**src/rtl/stop_mode_pkg.sv**
```systemverilog
// Package: shared mode encoding for the stop mode controller.
// Assumes: mode values are also exported on the top-level mode port.
package stop_mode_pkg;

    typedef enum logic [1:0] {
        MODE_RUN   = 2'd0,
        MODE_LIGHT = 2'd1,
        MODE_DEEP  = 2'd2,
        MODE_WAKE  = 2'd3
    } pm_mode_e;

    // bit positions inside the synchronized wake vector
    localparam int WK_RST   = 0;
    localparam int WK_IRQ   = 1;
    localparam int WK_TIMER = 2;
    localparam int WK_W     = 3;

endpackage

```
**src/rtl/wake_sync.sv**
```systemverilog
// Module: wake_sync
// Two-flop synchronizer per bit for the asynchronous wake inputs.
// Assumes: each bit is an independent level; RST_VAL gives its idle level.
module wake_sync #(
    parameter int             W       = 3,
    parameter logic [W-1:0]   RST_VAL = '0
) (
    input  logic         clk,
    input  logic         rst_n,
    input  logic [W-1:0] d,
    output logic [W-1:0] q
);

    for (genvar i = 0; i < W; i++) begin : g_bit
        logic [1:0] ff;
        // shift the raw level through two flops
        always_ff @(posedge clk) begin
            if (!rst_n) ff <= {2{RST_VAL[i]}};
            else        ff <= {ff[0], d[i]};
        end
        assign q[i] = ff[1];
    end

endmodule

```
**src/rtl/stop_decide.sv**
```systemverilog
// Module: stop_decide
// Maps the control bits to the stop target chosen for a stop strobe.
// Assumes: purely combinational; the caller qualifies with the strobe.
module stop_decide
    import stop_mode_pkg::*;
(
    input  logic     stop_en,
    input  logic     pdn_sel,
    input  logic     lvd_en,
    input  logic     lvd_stop_en,
    output pm_mode_e target,
    output logic     illegal
);

    logic lvd_in_stop;
    assign lvd_in_stop = lvd_en & lvd_stop_en;

    // priority: disabled stop, then detector forcing light, then select bit
    always_comb begin
        illegal = !stop_en;
        if (!stop_en)         target = MODE_RUN;
        else if (lvd_in_stop) target = MODE_LIGHT;
        else if (pdn_sel)     target = MODE_DEEP;
        else                  target = MODE_LIGHT;
    end

endmodule

```
**src/rtl/stop_fsm.sv**
```systemverilog
// Module: stop_fsm
// Mode state machine: run, light stop, deep stop and the wake reset window.
// Assumes: stop_req is a one-cycle strobe; wake inputs already synchronized.
module stop_fsm
    import stop_mode_pkg::*;
#(
    parameter int POR_CYCLES = 4
) (
    input  logic     clk,
    input  logic     rst_n,
    input  logic     stop_req,
    input  pm_mode_e target,
    input  logic     illegal,
    input  logic     light_wake,
    input  logic     deep_wake,
    input  logic     ack_wr,
    output pm_mode_e mode_q,
    output logic     deep_enter,
    output logic     illegal_q,
    output logic     por_req,
    output logic     wake_flag_q
);

    localparam int CNT_W = $clog2(POR_CYCLES + 1);

    pm_mode_e   mode_d;
    logic [CNT_W-1:0] cnt_q;

    // next-state selection
    always_comb begin
        mode_d = mode_q;
        unique case (mode_q)
            MODE_RUN:   if (stop_req && !illegal && !light_wake) mode_d = target;
            MODE_LIGHT: if (light_wake) mode_d = MODE_RUN;
            MODE_DEEP:  if (deep_wake)  mode_d = MODE_WAKE;
            MODE_WAKE:  if (cnt_q == '0) mode_d = MODE_RUN;
            default:    mode_d = MODE_RUN;
        endcase
    end

    assign deep_enter = (mode_q == MODE_RUN) && (mode_d == MODE_DEEP);
    assign por_req    = (mode_q == MODE_WAKE);

    // mode register and wake-reset length counter
    always_ff @(posedge clk) begin
        if (!rst_n) begin
            mode_q <= MODE_RUN;
            cnt_q  <= '0;
        end else begin
            mode_q <= mode_d;
            if (mode_q == MODE_DEEP && mode_d == MODE_WAKE)
                cnt_q <= CNT_W'(POR_CYCLES - 1);
            else if (mode_q == MODE_WAKE && cnt_q != '0)
                cnt_q <= cnt_q - 1'b1;
        end
    end

    // illegal-opcode reset pulse, one cycle after the strobe
    always_ff @(posedge clk) begin
        if (!rst_n) illegal_q <= 1'b0;
        else        illegal_q <= (mode_q == MODE_RUN) && stop_req && illegal;
    end

    // deep-wake status flag: set on wake, cleared by acknowledge in run
    always_ff @(posedge clk) begin
        if (!rst_n)                                   wake_flag_q <= 1'b0;
        else if (mode_q == MODE_DEEP && deep_wake)    wake_flag_q <= 1'b1;
        else if (mode_q == MODE_RUN && ack_wr)        wake_flag_q <= 1'b0;
    end

    AST_DEEP_EXIT_TO_WAKE: assert property (@(posedge clk) disable iff (!rst_n)
        ($past(mode_q) == MODE_DEEP && mode_q != MODE_DEEP) |-> mode_q == MODE_WAKE);
    AST_LIGHT_NO_RESET: assert property (@(posedge clk) disable iff (!rst_n)
        ($past(mode_q) == MODE_LIGHT && mode_q != MODE_LIGHT) |-> mode_q == MODE_RUN);
    AST_ILLEGAL_STAYS_RUN: assert property (@(posedge clk) disable iff (!rst_n)
        illegal_q |-> mode_q == MODE_RUN);
    AST_WAKE_FLAG_SET: assert property (@(posedge clk) disable iff (!rst_n)
        $rose(wake_flag_q) |-> mode_q == MODE_WAKE);

endmodule

```
**src/rtl/io_hold.sv**
```systemverilog
// Module: io_hold
// Captures pad values on deep-stop entry and drives them until released.
// Assumes: capture and release never arrive in the same cycle.
module io_hold #(
    parameter int NPINS = 8
) (
    input  logic             clk,
    input  logic             rst_n,
    input  logic             capture,
    input  logic             release_req,
    input  logic [NPINS-1:0] pad_live,
    output logic [NPINS-1:0] pad_out,
    output logic             hold_q
);

    logic [NPINS-1:0] lat_q;

    // hold flag and latched pad image
    always_ff @(posedge clk) begin
        if (!rst_n) begin
            hold_q <= 1'b0;
            lat_q  <= '0;
        end else if (capture) begin
            hold_q <= 1'b1;
            lat_q  <= pad_live;
        end else if (release_req) begin
            hold_q <= 1'b0;
        end
    end

    assign pad_out = hold_q ? lat_q : pad_live;

    AST_HOLD_STABLE: assert property (@(posedge clk) disable iff (!rst_n)
        (hold_q && $past(hold_q)) |-> $stable(pad_out));

endmodule

```
**src/rtl/stop_mode_ctrl.sv**
```systemverilog
// Module: stop_mode_ctrl (top)
// Stop-mode controller: decides the stop target, runs the mode machine,
// holds the pads across deep stop and decodes the power controls.
// Assumes: rst_n is the true power-on reset of the always-on domain.
module stop_mode_ctrl
    import stop_mode_pkg::*;
#(
    parameter int NPINS      = 8,
    parameter int POR_CYCLES = 4
) (
    input  logic             clk,
    input  logic             rst_n,
    input  logic             stop_req,
    input  logic             stop_en,
    input  logic             pdn_sel,
    input  logic             lvd_en,
    input  logic             lvd_stop_en,
    input  logic             ack_wr,
    input  logic             int_pending,
    input  logic             rst_pin_n,
    input  logic             irq_pin,
    input  logic             irq_pol_high,
    input  logic             timer_wake,
    input  logic [NPINS-1:0] pad_live,
    output logic [NPINS-1:0] pad_out,
    output logic [1:0]       mode,
    output logic             dom_pwr_en,
    output logic             core_clk_en,
    output logic             reg_standby,
    output logic             adc_standby,
    output logic             pin_hold,
    output logic             illegal_rst_req,
    output logic             por_rst_req,
    output logic             deep_wake_flag
);

    localparam logic [WK_W-1:0] WK_IDLE = WK_W'(3'b011);

    logic [WK_W-1:0] wk_raw, wk_s;
    logic            rst_act, irq_low, irq_cfg_act, tmr_act;
    logic            light_wake, deep_wake;
    pm_mode_e        target, mode_q;
    logic            illegal, deep_enter;

    assign wk_raw[WK_RST]   = rst_pin_n;
    assign wk_raw[WK_IRQ]   = irq_pin;
    assign wk_raw[WK_TIMER] = timer_wake;

    wake_sync #(.W(WK_W), .RST_VAL(WK_IDLE)) u_sync (
        .clk(clk), .rst_n(rst_n), .d(wk_raw), .q(wk_s)
    );

    // wake qualification: deep stop forces active-low interrupt reading
    always_comb begin
        rst_act     = !wk_s[WK_RST];
        irq_low     = !wk_s[WK_IRQ];
        irq_cfg_act = irq_pol_high ? wk_s[WK_IRQ] : !wk_s[WK_IRQ];
        tmr_act     = wk_s[WK_TIMER];
        deep_wake   = rst_act | irq_low | tmr_act;
        light_wake  = rst_act | irq_cfg_act | tmr_act | int_pending;
    end

    stop_decide u_decide (
        .stop_en(stop_en), .pdn_sel(pdn_sel), .lvd_en(lvd_en),
        .lvd_stop_en(lvd_stop_en), .target(target), .illegal(illegal)
    );

    stop_fsm #(.POR_CYCLES(POR_CYCLES)) u_fsm (
        .clk(clk), .rst_n(rst_n), .stop_req(stop_req), .target(target),
        .illegal(illegal), .light_wake(light_wake), .deep_wake(deep_wake),
        .ack_wr(ack_wr), .mode_q(mode_q), .deep_enter(deep_enter),
        .illegal_q(illegal_rst_req), .por_req(por_rst_req),
        .wake_flag_q(deep_wake_flag)
    );

    io_hold #(.NPINS(NPINS)) u_hold (
        .clk(clk), .rst_n(rst_n), .capture(deep_enter),
        .release_req(ack_wr && (mode_q == MODE_RUN)),
        .pad_live(pad_live), .pad_out(pad_out), .hold_q(pin_hold)
    );

    // power-control decode from the current mode
    always_comb begin
        mode = mode_q;
        unique case (mode_q)
            MODE_LIGHT: {dom_pwr_en, core_clk_en, reg_standby, adc_standby} = 4'b1011;
            MODE_DEEP:  {dom_pwr_en, core_clk_en, reg_standby, adc_standby} = 4'b0011;
            MODE_WAKE:  {dom_pwr_en, core_clk_en, reg_standby, adc_standby} = 4'b1000;
            default:    {dom_pwr_en, core_clk_en, reg_standby, adc_standby} = 4'b1100;
        endcase
    end

    AST_ILLEGAL_CAUSE: assert property (@(posedge clk) disable iff (!rst_n)
        illegal_rst_req |-> $past(stop_req && !stop_en));
    AST_DEEP_ENTRY_BITS: assert property (@(posedge clk) disable iff (!rst_n)
        (mode_q == MODE_DEEP && $past(mode_q) == MODE_RUN)
        |-> $past(stop_en && pdn_sel && !(lvd_en && lvd_stop_en)));
    AST_DEEP_PWR_OFF: assert property (@(posedge clk) disable iff (!rst_n)
        (mode_q == MODE_DEEP) |-> (!dom_pwr_en && reg_standby && adc_standby));
    AST_WAKE_BLOCKS_STOP: assert property (@(posedge clk) disable iff (!rst_n)
        ($past(mode_q) == MODE_RUN && $past(stop_req) && $past(int_pending))
        |-> mode_q == MODE_RUN);
    AST_HOLD_IN_DEEP: assert property (@(posedge clk) disable iff (!rst_n)
        (mode_q == MODE_DEEP) |-> pin_hold);

endmodule

```
**config.mk**
```make
export PLATFORM = sky130hd
export DESIGN_NAME = stop_mode_ctrl
export DESIGN_NICKNAME = d
export VERILOG_FILES = /design/src/rtl/stop_mode_pkg.sv /design/src/rtl/wake_sync.sv /design/src/rtl/stop_decide.sv /design/src/rtl/stop_fsm.sv /design/src/rtl/io_hold.sv /design/src/rtl/stop_mode_ctrl.sv
export SDC_FILE = /design/constraint.sdc
export NUM_CORES = 1
export LEC_CHECK = 0
export BUFFER_PORTS_ARGS = -buffer_cell sky130_fd_sc_hd__buf_2
export CAP_MARGIN = 15
export CORE_MARGIN = 2
export CORE_UTILIZATION = 25
export CTS_CLUSTER_DIAMETER = 60
export DETAILED_ROUTE_END_ITERATION = 6
export PLACE_DENSITY_LB_ADDON = 0.12
export SLEW_MARGIN = 0
export SYNTH_ARGS = -nofsm -noshare
export SYNTH_HDL_FRONTEND = slang
export SYNTH_HIERARCHICAL = 1
export SYNTH_SLANG_ARGS = --single-unit
```
**constraint.sdc**
```tcl
create_clock -name clk -period 2.4 [get_ports clk]
set_input_delay 0.12 -clock clk [delete_from_list [all_inputs] [get_ports clk]]
set_output_delay 0.12 -clock clk [all_outputs]
set_load 0.01 [all_outputs]
```
=== After elaboration in Yosys (flattened, before gate mapping) ===
Index checks and enable logic that the tools add are counted.

* Word-level logic and storage cells: 63
* Register bits after elaboration: 22
* Output and inout port bits: 18
* Bits of input ports: 21

* Bitwise gates (word level): 7
* Equal/unequal tests: 5
* Reductions and logical operators: 22
* $add $sub $neg: 1
* Muxes and demuxes: 18

{| class="wikitable"
|+ Operators with widths
! kind !! number
|-
| two-way mux 2 bit || 9
|-
| logical AND 1 bit || 9
|-
| == test 2 bit (second input constant) || 4
|-
| two-way mux 8 bit || 1
|-
| case mux 2 bit (4 select lines) || 1
|-
| two-way mux 1 bit || 7
|-
| nonzero test 2 bit || 3
|-
| OR 1 bit || 5
|-
| logical NOT 1 bit || 4
|-
| OR reduction 2 bit || 2
|-
| logical NOT 3 bit || 1
|-
| nonzero test 3 bit || 1
|-
| OR reduction 3 bit || 1
|-
| subtractor 3 x 1 -> 3 bit (second input constant) || 1
|-
| == test 2 x 1 -> 1 bit (second input constant) || 1
|-
| logical NOT 2 bit || 1
|-
| AND 1 bit || 1
|-
| inverter 1 bit || 1
|}

=== Depth between registers and ports, before layout ===
Gate-level depths: netlist of run 1.

* Word-level depth: 12
* Gate-level depth with buffers: 9
* Gate-level depth less buffers: 7

=== By module ===
Netlist of run 1, hierarchy kept.

{| class="wikitable"
|+ Modules (own cells, without submodules)
! module !! area an instance (µm²) !! instances !! sequential area each (µm²) !! cells an instance
|-
| io_hold || 474.2 || 1 || 180.2 || 37
|-
| stop_fsm || 392.9 || 1 || 140.1 || 44
|-
| wake_sync || 180.2 || 1 || 120.1 || 15
|-
| stop_mode_ctrl || 88.8 || 1 || 0.0 || 11
|-
| stop_decide || 18.8 || 1 || 0.0 || 4
|}

=== Worst setup path after synthesis of run 1 ===
Ideal clock, no wire load.

* Path type: reg2reg
* Start point: register u_sync.g_bit[1].ff[1]
* End point: register u_hold.lat_q[0]
* Slack: 376 ps
* Arrival time: 1908 ps
* Required time: 2284 ps
* Library setup time: 116 ps
* Cell stages (with the launch flop): 10
* Buffers on the path: 2
* Cells stage by stage: dfxtp_1 -> buf_4 -> xnor2_1 -> or4b_1 -> nor3b_2 -> nand2_1 -> nor4_1 -> buf_6 -> mux2i_1 -> nor2b_1

* Longest elaborated chain between the ends: 11
* Elaborated cells between the ends (all ways): 15
* Those cells by class: 1 x eq/ne; 5 x mux; 5 x bitwise; 4 x reduce/logical

{| class="wikitable"
|+ RTL lines
! element !! line !! source
|-
| start, declared || wake_sync.sv:15 || <nowiki>logic [1:0] ff;</nowiki>
|-
| start signal, assigned || wake_sync.sv:18 || <nowiki>if (!rst_n) ff <= {2{RST_VAL[i]}};</nowiki>
|-
| start signal, assigned || wake_sync.sv:19 || <nowiki>else ff <= {ff[0], d[i]};</nowiki>
|-
| logical NOT 1 bit || stop_mode_ctrl.sv:57 || <nowiki>irq_cfg_act = irq_pol_high ? wk_s[WK_IRQ] : !wk_s[WK_IRQ];</nowiki>
|-
| two-way mux 1 bit * || stop_mode_ctrl.sv:57 ||
|-
| OR 1 bit * (3 in a row) || stop_mode_ctrl.sv:60 || <nowiki>light_wake = rst_act | irq_cfg_act | tmr_act | int_pending;</nowiki>
|-
| net light_wake || stop_mode_ctrl.sv:41 || <nowiki>logic light_wake, deep_wake;</nowiki>
|-
| logical NOT 1 bit || stop_fsm.sv:33 || <nowiki>MODE_RUN: if (stop_req && !illegal && !light_wake) mode_d = target;</nowiki>
|-
| logical AND 1 bit || stop_fsm.sv:33 ||
|-
| two-way mux 2 bit || stop_fsm.sv:33 ||
|-
| case mux 2 bit (4 select lines) * || stop_fsm.sv:32 || <nowiki>unique case (mode_q)</nowiki>
|-
| == test 2 bit * || stop_fsm.sv:41 || <nowiki>assign deep_enter = (mode_q == MODE_RUN) && (mode_d == MODE_DEEP);</nowiki>
|-
| logical AND 1 bit * || stop_fsm.sv:41 ||
|-
| net deep_enter || stop_mode_ctrl.sv:43 || <nowiki>logic illegal, deep_enter;</nowiki>
|-
| end signal, assigned || io_hold.sv:25 || <nowiki>lat_q <= pad_live;</nowiki>
|-
| end, declared || io_hold.sv:16 || <nowiki>logic [NPINS-1:0] lat_q;</nowiki>
|}

Mark *: on every way through the listed nets, which the timed path passes. The rest lies on a longest branch.
A chain may end at the register's enable or synchronous reset.

=== Worst setup path after layout of run 1 ===
* Start point: register u_sync.g_bit[1].ff[1]
* End point: register u_hold.lat_q[1]

The elaborated chain is that of the path after synthesis.

==> flow_summary.toml, run 1 <==
[timing]
finalHoldViolations = 0
fin_worst_skew_ns = 0.00148
fin_crit_ns = 2.00
period_share_pct = 83.5
relSlewSlack_pct = 62.3
rsz0062_at_grt = "false"
fmax_mhz = 499
drv_slew = 0
tightestPinTransition_ns = 0.565
setup-tns-final_ns = 0
setup_violations = 0

[global_routing]
grt_use_total_pct = 9.13
grt_max_degree = 19
overflow = 0
grt_pass1_wl_um = 3570
use_met3_pct = 3.33
grt_pass1_vias = 772
grtUsageMet2_pct = 13.8
top_usage_layer = "met2"
met1_usage_pct = 11.8
antenna_found_initial = 0

[yosys]
seq_area_frac_synth_pct = 38.1
synth_edf_count = 0
synth_ff_type = "dfxtp_1"
synth_area_um2 = 1150
synth_top_area_share_pct = 38.1
yosys_warnings = 6
syn-instance-count = 111
ys_seq_elements = 22
synth_nets = 137
synth.area.top_cells = "dfxtp_1 (38%), mux2_4 (12%), mux2i_1 (7.8%)"
avgSynthCellArea_um2 = 10.4
async_reset_ff_share_pct = 0
yosysUniqueCellTypes = 32
yosysTopAreaCell = "dfxtp_1"

[place]
dpl.hpwl_um = 1600
gp_congestion = 0.684
port_buffers = 38

[clocking]
clockBufferDepth = 2
cts.sinks = 22
clkLatencyLatePin_ns = 0.26
cts_tree = "built"
clock-root-buffer = "clkbuf_8"
post_cts_buffers = 0
clk_pin_slew_ns = 0.08
cts_hold_buf = 0
numCtsBuffers = 3
htreeDepth = 1
cts_resized = 0

[run_status]
status = "completed"

[floorplanning]
rows = 24
start_util_pct = 26.2
core-area_um2 = 4410
io_pins = 39
die_y_um = 72.0
die-area_um2 = 5180
die_w_um = 72.0

[worst_setup_path]
arrival_ns = 2.16
criticalPathCategory = "flip-flop to flip-flop"
crit_buf_inv = 1
path_max_fanout = 9
crit_required_ns = 2.56
r2r_start = "u_sync/g_bit[1].ff[1]"
end_kind = "flip-flop"
rr_endpoint = "u_hold/lat_q[1]"
crit_start = "u_sync/g_bit[1].ff[1]"
path_depth = 8
cp-endpoint = "u_hold/lat_q[1]"
reg2regPathDepth = 8
reg2reg_setup_slack_ns = 0.40
path_cells = "xnor2_1 > or4b_1 > nor3b_2 > nand2_1 > nor4_2 > buf_4 > mux2i_1 > nor2b_1"
max_stage_delay_ns = 0.51
critPathTopFamily = "simple AND/OR/NAND/NOR gates"
cpMaxStageDelayCell = "or4b_1"
start_kind = "flip-flop"

[drt]
drtIter0Drc = 30
vias = 829
remaining_drc_errors = 0
vias_per_cell = 4.19
routedWlPerCell_um = 10.9
routed_wl_um = 2150
ant_nets = 0
dr.pass1.iters = 4

[finish]
diodes = 0
final_common_cell = "buf_2"
drive_gt1_share_pct = 39.0
nets = 173
synthToLayoutAreaGrowth_pct = 21.9
final_cell_mix = "buf_2 (38), dfxtp_1 (22), inv_1 (9), mux2_4 (9), mux2i_1 (9)"
n_fill_cell = 473

[power]
p_per_area_nw_per_um2 = 510
vdd_drop_max_v = 0.000236
p_total_uw = 718
leakagePower_nw = 0.601

[run]
drv_cap = 0

[min_path]
hp-class = "input port to flip-flop"
## power breakdown
part           leakage, nW  switching [mW]  internal [mW]
Combinational        0.393          0.0357         0.0422
Clock               0.0288           0.119          0.146
Sequential           0.179         0.00450          0.371
## worst min-delay path by stage
stage	startpoint	depth (start not counted)	to	slack, ns
floorplan	rst_n	1	u_sync/g_bit[0].ff[0]	0.19
detailed placement	rst_pin_n	2	u_sync/g_bit[0].ff[0]	0.30
global placement	irq_pin	2	u_sync/g_bit[1].ff[0]	0.30
finish	rst_pin_n	2	u_sync/g_bit[0].ff[0]	0.03
CTS	rst_pin_n	2	u_sync/g_bit[0].ff[0]	0.02
global route	rst_pin_n	2	u_sync/g_bit[0].ff[0]	0.03
## area by class of cell
cell class	count	area (um^2)	share of cell area [%]
clock buffers	4	55.1	3.91
inverters	9	33.8	2.40
multi-input cells	72	616	43.7
flip-flops and latches	22	440	31.3
well taps	52	65.1	4.62
repair buffers	39	198	14.0
## metal layers
layer	up-vias	share of wire [%]
li1	440	-
met1	356	49
met2	28	43
met3	5	6.5
met4	0	1.5
met5	-	0
## stage by stage
stage | setup slack (ns) | std cells | area [um^2] | util (%) | hold WS [ns]
floorplan | 0.376 | 111 | 1150 | - | 0.193
global route | 0.224 | 198 | 1410 | 31.9 | 0.0258
detailed placement | 0.398 | 194 | 1350 | 30.6 | 0.302
global placement | 0.423 | 194 | 1350 | 30.6 | 0.300
CTS | 0.385 | 198 | 1410 | 31.9 | 0.0237
finish | 0.395 | 198 | 1410 | 31.9 | 0.0324
## cells in the mapped netlist, types with 3 or more instances
cell / count
nand2b_1: 4
buf_4: 5
dfxtp_1: 22
nand2_1: 6
mux2i_1: 9
ha_1: 5
buf_6: 3
and2_1: 4
nor2b_1: 8
a21oi_1: 3
inv_1: 9
mux2_4: 9
nand3_1: 3
## registers in the layout, indices dropped and copies added (netlist names)
signal / count
u_fsm/wake_flag_q: 1
u_fsm/illegal_q: 1
u_fsm/mode_q: 2
u_fsm/cnt_q: 3
u_hold/hold_q: 1
u_sync/g_bit.ff: 6
u_hold/lat_q: 8
## cells by family (layout without fill, tap and decap cells)
| family | after synthesis | after routing | share of synthesized area (%) |
|---|---|---|---|
| mux | 18 | 18 | 19.5 |
| xor+xnor | 1 | 1 | 0.759 |
| flops | 22 | 22 | 38.1 |
| compound gates | 12 | 12 | 7.48 |
| buf+inv | 17 | 52 | 9.10 |
| fa+ha+maj | 5 | 5 | 5.42 |
| simple gates | 36 | 36 | 19.6 |
Note: power is estimated with default switching activity, not from simulation.
==> run 2: changes to the inputs <==
==> constraint.sdc (replaced) <==
create_clock -name clk -period 1.8 [get_ports clk]
set_input_delay 0.09 -clock clk [delete_from_list [all_inputs] [get_ports clk]]
set_output_delay 0.09 -clock clk [all_outputs]
set_load 0.01 [all_outputs]
==> run 2 against run 1 <==
Net effect:
- the flow now finishes with violations (setup timing)
- non-clock buffer count is 12 higher
- final cell count is 6.1% higher
- via count is 7.7% higher
==> flow_summary.toml, run 2 (synthesis results as in run 1) <==
[drt]
vias = 893
routedWlPerCell_um = 11.8
routed_wl_um = 2470
drtIter0Drc = 18
remaining_drc_errors = 0
vias_per_cell = 4.25
dr.pass1.iters = 3
ant_nets = 0

[timing]
hold-worst-slack_ns = 0.0299
fin_worst_skew_ns = 0.00186
fmax_mhz = 504
tightestPinTransition_ns = 0.575
relSlewSlack_pct = 61.6
setup_violations = 10
rsz0062_at_grt = "true"
drv_slew = 0
fin_crit_ns = 1.98
finalHoldViolations = 0
period_share_pct = 110
fin_ws_ns = -0.183

[power]
leakagePower_nw = 0.672
p_total_uw = 975
vdd_drop_max_v = 0.000383
p_per_area_nw_per_um2 = 634

[floorplanning]
die_y_um = 72.0
io_pins = 39
core-area_um2 = 4410
rows = 24
die-area_um2 = 5180
start_util_pct = 26.2
die_w_um = 72.0

[clocking]
clkLatencyLatePin_ns = 0.26
clockBufferDepth = 2
cts_tree = "built"
htreeDepth = 1
clk_pin_slew_ns = 0.08
numCtsBuffers = 3
cts.sinks = 22
clock-root-buffer = "clkbuf_8"

[worst_setup_path]
arrival_ns = 2.14
reg2reg_setup_slack_ns = -0.18
path_max_fanout = 4
crit_required_ns = 1.96
start_kind = "flip-flop"
end_kind = "flip-flop"
criticalPathCategory = "flip-flop to flip-flop"
reg2regPathDepth = 8
crit_start = "u_sync/g_bit[1].ff[1]"
r2r_start = "u_sync/g_bit[1].ff[1]"
rr_endpoint = "u_hold/lat_q[5]"

[min_path]
hp-class = "input port to flip-flop"
min_to = "u_sync/g_bit[2].ff[0]"
hold_depth = 2
hp-start = "timer_wake"

[finish]
nets = 185
n_fill_cell = 464
utilization_pct = 34.8
final_cell_mix = "buf_2 (38), dfxtp_1 (21)"
multi_input_comb_area_um2 = 642
diodes = 0
drive_gt1_share_pct = 44.9
final_common_cell = "buf_2"
stdcell_count = 210
largest_reg_flops = 8
synthToLayoutAreaGrowth_pct = 33.2
regArea_um2 = 442
reg.largest.list = "u_hold/lat_q x8, u_sync/g_bit.ff x6, u_fsm/cnt_q x3"
largest-register = "u_hold/lat_q"
finalInstanceArea_um2 = 1540

[place]
gp_congestion = 0.686
dpl.hpwl_um = 1730
place_area_um2 = 1380
port_buffers = 38
dp.cells = 197

[run_status]
status = "finished, violations left"
violations = "setup timing"

[global_routing]
grt_pass1_wl_um = 4040
overflow = 0
grt_use_total_pct = 9.93
grt_max_degree = 19
grt_pass1_vias = 826
antenna_found_initial = 0

[run]
drv_cap = 0
## run 2: cell count changes in the layout (fill, tap and decap cells not counted), sizes merged
cell         delta
dlygate4sd3     +2
buf            +10
## run 2: worst max-delay path, stage by stage, from the launching register on
cell	delay (ns)
dfxtp_2	0.33
xnor2_1	0.11
or4b_4	0.50
nor3b_4	0.21
nand2_2	0.10
nor4_4	0.18
buf_4	0.20
mux2i_1	0.18
nor2b_1	0.06
## run 2: layout make-up
| type | count | area share (%) |
|---|---|---|
| multi-input cells | 72 | 41.7 |
| flip-flops and latches | 22 | 28.7 |
| repair buffers | 51 | 19.5 |
| well taps | 52 | 4.23 |
| clock buffers | 4 | 3.58 |
| inverters | 9 | 2.20 |
## run 2: worst max-delay path by stage
stage	end	slack (ns)	cells after the start
2_1_floorplan	u_hold/lat_q[0]	-0.16	9
3_3_place_gp	u_hold/lat_q[4]	-0.17	8
3_5_place_dp	u_hold/lat_q[3]	-0.22	8
4_1_cts	u_hold/lat_q[3]	-0.23	8
5_1_grt	u_hold/lat_q[2]	-0.34	8
6_report	u_hold/lat_q[5]	-0.18	8
## run 2: power breakdown
group / total (mW) / switching (mW) / internal [mW] / leakage (nW)
sequential: 0.501 / 0.00574 / 0.495 / 0.178
combinational: 0.120 / 0.0539 / 0.0656 / 0.464
clock: 0.355 / 0.160 / 0.195 / 0.0288
total: 0.975 / 0.219 / 0.756 / 0.672
## run 2: metrics by stage
step	setup slack (ns)	TNS, ns
2_1_floorplan	-0.162	-1.29
3_3_place_gp	-0.169	-1.24
3_5_place_dp	-0.221	-1.72
4_1_cts	-0.234	-1.91
5_1_grt	-0.343	-3.06
6_report	-0.183	-1.66
## run 2: metal layers
layer	up-vias	global-route usage, %	wire [um]
met4	0	1.26	7
met5	-	0	0
met1	400	13.6	1220
met2	24	15.5	1100
met3	2	3.61	144
li1	467	-	-
## run 2: timing repair
action / CTS / global route
buffers inserted: 4 / 2
hold buffers: 2 / 0
pin swaps: 2 / 0
gates cloned: 1 / 0
setup endpoints to repair: 9 / 11
endpoints found under the hold margin: 2 / 0
gates resized for setup: 5 / 5
